`src/rtl/plm_pkg.sv`:
```
package plm_pkg;

    typedef enum logic [1:0] {
        VERDICT_SMALL = 2'd0,
        VERDICT_MID   = 2'd1,
        VERDICT_LARGE = 2'd2
    } verdict_t;

    typedef enum logic {
        ST_ACQUIRE = 1'b0,
        ST_LOCKED  = 1'b1
    } lock_state_t;

endpackage

```
`src/rtl/plm_error_meter.sv`:
```
module plm_error_meter #(
    parameter int CNT_W = 5
) (
    input  logic             clk,
    input  logic             rst_n,
    input  logic             up_i,
    input  logic             dn_i,
    input  logic             strobe_i,
    output logic [CNT_W-1:0] err_o
);
    localparam logic [CNT_W-1:0] CNT_MAX = {CNT_W{1'b1}};

    logic [CNT_W-1:0] acc_q;
    logic             mismatch;

    assign mismatch = up_i ^ dn_i;

    // Saturating sum that includes the current tick
    always_comb begin
        if (acc_q == CNT_MAX) begin
            err_o = acc_q;
        end else begin
            err_o = acc_q + {{(CNT_W-1){1'b0}}, mismatch};
        end
    end

    always_ff @(posedge clk) begin
        if (!rst_n) begin
            acc_q <= '0;
        end else if (strobe_i) begin
            acc_q <= '0;
        end else begin
            acc_q <= err_o;
        end
    end

    // between strobes the count never goes down (no wrap)
    a_r8_no_wrap: assert property (@(posedge clk) disable iff (!rst_n)
        !strobe_i |=> acc_q >= $past(acc_q));

endmodule

```
`src/rtl/plm_error_classifier.sv`:
```
module plm_error_classifier
    import plm_pkg::*;
#(
    parameter int CNT_W     = 5,
    parameter int LOCK_TH   = 15,
    parameter int UNLOCK_TH = 25
) (
    input  logic [CNT_W-1:0] err_i,
    output verdict_t         verdict_o
);
    localparam logic [CNT_W-1:0] LOCK_LIM   = CNT_W'(LOCK_TH);
    localparam logic [CNT_W-1:0] UNLOCK_LIM = CNT_W'(UNLOCK_TH);

    always_comb begin
        if (err_i < LOCK_LIM) begin
            verdict_o = VERDICT_SMALL;
        end else if (err_i > UNLOCK_LIM) begin
            verdict_o = VERDICT_LARGE;
        end else begin
            verdict_o = VERDICT_MID;
        end
    end

endmodule

```
`src/rtl/plm_lock_fsm.sv`:
```
module plm_lock_fsm
    import plm_pkg::*;
#(
    parameter int RUN_LOOSE  = 3,
    parameter int RUN_STRICT = 5
) (
    input  logic     clk,
    input  logic     rst_n,
    input  logic     valid_i,
    input  verdict_t verdict_i,
    input  logic     strict_i,
    output logic     locked_o
);
    localparam int RUN_MAX = (RUN_STRICT > RUN_LOOSE) ? RUN_STRICT : RUN_LOOSE;
    localparam int RUN_W   = $clog2(RUN_MAX + 1);

    lock_state_t      state_q, state_d;
    logic [RUN_W-1:0] run_q, run_d;
    logic [RUN_W:0]   run_inc;
    logic [RUN_W:0]   run_need;

    assign run_inc  = {1'b0, run_q} + {{RUN_W{1'b0}}, 1'b1};
    assign run_need = strict_i ? (RUN_W+1)'(RUN_STRICT) : (RUN_W+1)'(RUN_LOOSE);

    // Next-state logic
    always_comb begin
        state_d = state_q;
        run_d   = run_q;
        unique case (state_q)
            ST_ACQUIRE: begin
                if (valid_i) begin
                    if (verdict_i == VERDICT_SMALL) begin
                        if (run_inc >= run_need) begin
                            state_d = ST_LOCKED;      // acquire-to-locked
                            run_d   = '0;
                        end else begin
                            run_d   = run_inc[RUN_W-1:0];
                        end
                    end else begin
                        run_d = '0;
                    end
                end
            end
            ST_LOCKED: begin
                if (valid_i && (verdict_i == VERDICT_LARGE)) begin
                    state_d = ST_ACQUIRE;             // locked-to-acquire
                    run_d   = '0;
                end
            end
            default: begin
                state_d = ST_ACQUIRE;
                run_d   = '0;
            end
        endcase
    end

    // State register
    always_ff @(posedge clk) begin
        if (!rst_n) begin
            state_q <= ST_ACQUIRE;
            run_q   <= '0;
        end else begin
            state_q <= state_d;
            run_q   <= run_d;
        end
    end

    // Outputs
    always_comb begin
        locked_o = (state_q == ST_LOCKED);
    end

    a_r9_flag_stable: assert property (@(posedge clk) disable iff (!rst_n)
        !valid_i |=> $stable(locked_o));

    a_r5_release: assert property (@(posedge clk) disable iff (!rst_n)
        (locked_o && valid_i && verdict_i == VERDICT_LARGE) |=> !locked_o);

    a_r6_hold: assert property (@(posedge clk) disable iff (!rst_n)
        (locked_o && valid_i && verdict_i != VERDICT_LARGE) |=> locked_o);

    a_r4_run_clear: assert property (@(posedge clk) disable iff (!rst_n)
        (!locked_o && valid_i && verdict_i != VERDICT_SMALL) |=> (run_q == '0 && !locked_o));

    a_r1_rise_on_small: assert property (@(posedge clk) disable iff (!rst_n)
        $rose(locked_o) |-> $past(valid_i && verdict_i == VERDICT_SMALL));

endmodule

```
`src/rtl/phase_lock_monitor.sv`:
```
module phase_lock_monitor
    import plm_pkg::*;
#(
    parameter int LOCK_TH    = 15,
    parameter int UNLOCK_TH  = 25,
    parameter int RUN_LOOSE  = 3,
    parameter int RUN_STRICT = 5
) (
    input  logic clk,
    input  logic rst_n,
    input  logic up_i,
    input  logic dn_i,
    input  logic cycle_strobe_i,
    input  logic strict_i,
    output logic locked_o
);
    localparam int CNT_W = $clog2(UNLOCK_TH + 2);

    logic [CNT_W-1:0] period_err;
    verdict_t         verdict;

    plm_error_meter #(
        .CNT_W (CNT_W)
    ) u_meter (
        .clk      (clk),
        .rst_n    (rst_n),
        .up_i     (up_i),
        .dn_i     (dn_i),
        .strobe_i (cycle_strobe_i),
        .err_o    (period_err)
    );

    plm_error_classifier #(
        .CNT_W     (CNT_W),
        .LOCK_TH   (LOCK_TH),
        .UNLOCK_TH (UNLOCK_TH)
    ) u_classify (
        .err_i     (period_err),
        .verdict_o (verdict)
    );

    plm_lock_fsm #(
        .RUN_LOOSE  (RUN_LOOSE),
        .RUN_STRICT (RUN_STRICT)
    ) u_fsm (
        .clk       (clk),
        .rst_n     (rst_n),
        .valid_i   (cycle_strobe_i),
        .verdict_i (verdict),
        .strict_i  (strict_i),
        .locked_o  (locked_o)
    );

endmodule

```
`config.mk`:
```
export PLATFORM = sky130hd
export DESIGN_NAME = phase_lock_monitor
export DESIGN_NICKNAME = d
export VERILOG_FILES = /design/src/rtl/plm_pkg.sv /design/src/rtl/plm_error_meter.sv /design/src/rtl/plm_error_classifier.sv /design/src/rtl/plm_lock_fsm.sv /design/src/rtl/phase_lock_monitor.sv
export SDC_FILE = /design/constraint.sdc
export NUM_CORES = 1
export LEC_CHECK = 0
export ABC_AREA = 1
export BUFFER_PORTS_ARGS = -buffer_cell sky130_fd_sc_hd__clkbuf_2
export CORE_AREA = 4 4 41 43
export DETAILED_ROUTE_END_ITERATION = 10
export DIE_AREA = 0 0 45 47
export GPL_TIMING_DRIVEN = 0
export PLACE_DENSITY = 0.65
export REMOVE_ABC_BUFFERS = 1
export SLEW_MARGIN = 20
export SYNTH_ARGS = -nofsm -noshare
export SYNTH_HDL_FRONTEND = slang
export SYNTH_SLANG_ARGS = --single-unit
```
`constraint.sdc`:
```
create_clock -name clk -period 2.2 [get_ports clk]
set_input_delay 0.44 -clock clk [delete_from_list [all_inputs] [get_ports clk]]
set_output_delay 0.44 -clock clk [all_outputs]
set_load 0.01 [all_outputs]
```
==> key figures <==
Pwr
  • Final Power: between 0.4 and 0.5 mW
  • Worst VDD drop: between 300 and 400 uV
  • Pwr per Cell Area: 587 nW/um2
  • LEAKAGE: approximately 0.4 nW

Global routing
  • Total global-route track usage: 14.6%
  • Pin count of the biggest net entering global routing: 9
  • Vias in the first global route: between 500 and 600
  • Initial antenna violation count: 0
  • First-pass GRT wire length: roughly 2200 um
  • Gr ovfl total: 0

Timing
  • RSZ-0062 raised after global routing: false
  • Fin crit period: approximately 1.7 ns
  • Worst-margin pin slew: approximately 0.26 ns
  • Final setup TNS: 0 ns
  • Final setup vio count: 0
  • Final hold viol count: 0
  • FMAX: slightly below 600 MHz
  • Final period utilization: 78.7%
  • Final Skew: 0.00788 ns
  • Slew margin rel.: 82.6%
  • Slew Viols, Final: 0

Routing
  • Vias per cell: between 4 and 5
  • Wire length per cell: 9.87 um
  • Vias: between 600 and 700
  • Total Wirelength: roughly 1200 um
  • DRT iter0 DRCs: 19
  • Final ANT Viol Nets: 0
  • Drt first pass iters: 4
  • # DRC: 0

Die
  • Initial Utilization: approximately 50%
  • Die width: 45 um
  • Core box area: approximately 1300 um2
  • DIE HEIGHT: roughly 47 um
  • Cell Rows: 13
  • Top-level port count: 7
  • DIE AREA: between 2000 and 2500 um2

Critical path
  • Top delay family on crit path: simple AND/OR/NAND/NOR gates
  • Crit. Startpoint: up_i
  • Crit Path Category: input port to flip-flop
  • Worst Setup EP: u_fsm.run_q[2]
  • CP Capture Type: flip-flop
  • RR Endpoint: u_fsm.run_q[2]
  • R2R setup slack: ~0.55 ns
  • Crit-path cells: clkbuf_2 -> xor2_1 -> ha_1 -> ha_1 -> inv_1 -> nand2_1 -> nand2_1 -> nor2_1 -> nand2_1 -> nand2_2 -> nor2_1 -> nor2_1 -> nor2_1
  • R2r startpoint: u_meter.acc_q[0]
  • CP max FO: 4
  • CP required: roughly 2.4 ns
  • Number of stages on the worst setup path: 13
  • Crit path DAT: 1.89 ns
  • Max stage delay cell, worst path: ha_1
  • Slowest stage delay, CP: 0.23 ns
  • Reg2reg path depth: 11
  • Worst path buffer plus inverter count: 2
  • Critical path startpoint category: input port
  • CP dominant cell by count: nor2_1

Final layout
  • Share of cells above drive strength 1: about a fifth
  • Nets: between 100 and 150
  • Fill count: between 100 and 150
  • Commonest non-fill, non-tap cell in the layout: nand2_1
  • Final antenna diode count: 0
  • Commonest cells after routing, fill and taps aside: 19 x nand2_1, 17 x inv_1, 14 x nor2_1, 9 x dfxtp_1, 7 x nand4_1
  • Area grow syn2layout: 9.79%

Logic synthesis
  • Largest family of logic cells by synthesized area: simple AND/OR/NAND/NOR gates
  • Synth warnings: 0
  • Syn Inst Count: between 90 and 100
  • Simple logic cell fraction of the synthesized area: 42.4%
  • Compound-gate portion of the synthesized area: 6.91%
  • Mapped Area: roughly 650 um2
  • Flops & latches, synth: 9
  • Post-Syn Area per Cell: around 6.7 um2
  • Adder-cell area share of the yosys netlist: about 7.7%
  • Distinct cells, synth: 18
  • Multiplexer share of the synthesized area: 0%
  • Seq/Total Area, Yosys: 27.6%
  • Post-Synth XOR/XNOR Area: under 10%

CTS
  • CTS Hold Buffers Added: 0
  • # clock sinks: 9
  • CTS root buffer: clkbuf_4
  • Clk buf depth: 2
  • Setup bufs post-CTS: 0
  • Reg clk slew, reported paths: ~0.06 ns
  • TritonCTS Buffers: 3
  • PostCTS Resize Cnt: 0
  • CTS tree: yes
  • Worst-Skew Late Latency: approximately 0.27 ns
  • CTS H-tree lvls: 1

Place
  • Dpl hpwl: 987 um
  • Input/output buffers: 6
  • Final Wtd Congestion: around 0.79

Min path
  • Hold crit path type: input port to flip-flop

Run status
  • Status: finished, final reports clean

Flow run
  • Max Cap Viol: 0
-- sequential cells by signal, summed over array words and instances, names as in the netlist --
register        count
u_meter.acc_q       5
u_fsm.run_q         3
u_fsm.locked_o      1
-- synthesized netlist by cell type (all sizes together) --
cell	n	share of area (%)
nand4	7	6.7
inv	19	11
o21ai	2	1.5
a21oi	4	3.1
ha	4	7.7
nor2	15	9.8
buf	1	1.7
nand2	25	17
dfxtp	9	28
xor2	2	2.7
o21bai	1	1.2
a21boi	1	1.2
nand3	8	8.4
-- per-layer routing --
metal	global-route usage (%)	vias to the layer above	part of all wire, %
li1	-	331	-
met1	20.0	257	53
met2	19.8	13	39
met3	2.30	5	4.2
met4	12.3	0	3.2
met5	0	-	0
-- power breakdown --
group / leakage, nW / internal (mW) / switching [mW]
Sequential: 0.0735 / 0.175 / 0.00970
Combinational: 0.303 / 0.0430 / 0.0616
Clock: 0.0150 / 0.0701 / 0.0603
-- worst min-delay path by stage --
stage	startpoint	endpoint	slack, ns	cells past startpoint
2_1_floorplan	u_fsm.locked_o	u_fsm.locked_o	0.51	2
3_3_place_gp	u_fsm.locked_o	u_fsm.locked_o	0.49	2
3_5_place_dp	u_fsm.locked_o	u_fsm.locked_o	0.49	2
4_1_cts	rst_n	u_fsm.run_q[1]	0.43	3
5_1_grt	rst_n	u_fsm.run_q[1]	0.45	3
6_report	rst_n	u_fsm.run_q[2]	0.43	3
-- logic make-up after synthesis --
kind of cell               count (synthesis)
xor gates and xnor gates                   2
and+or+nand+nor                           55
buffers and inverters                     20
AOI/OAI and AO/OA                          8
DFF                                        9
adders and majority gates                  4
-- worst reg2reg max path, delay by kind of cell (launching register included) --
family                     cells  cell delay, ns
DFF                            1            0.33
buffers and inverters          1            0.06
adders and majority gates      2            0.45
and+or+nand+nor                8            0.71
-- area by class of cell --
cell class                 instances  area, um2  share of cell area (%)
multi-input combinational         69        389                    54.4
timing repair buffer               6       30.0                    4.20
tap                               15       18.8                    2.62
clock buffer                       4       26.3                    3.67
sequential                         9        180                    25.2
inverter                          19       71.3                    9.97
-- through the flow --
stage	utilization (%)	hold WS (ns)	worst slack, ns	std cells	instance area [um2]
2_1_floorplan	-	0.510	0.488	97	641
6_report	55.0	0.433	0.470	122	716
5_1_grt	55.0	0.450	0.319	122	716
3_5_place_dp	53.0	0.490	0.176	118	689
4_1_cts	55.0	0.427	0.458	122	716
3_3_place_gp	53.0	0.492	0.254	118	689
(Power assumes the default switching activity.)
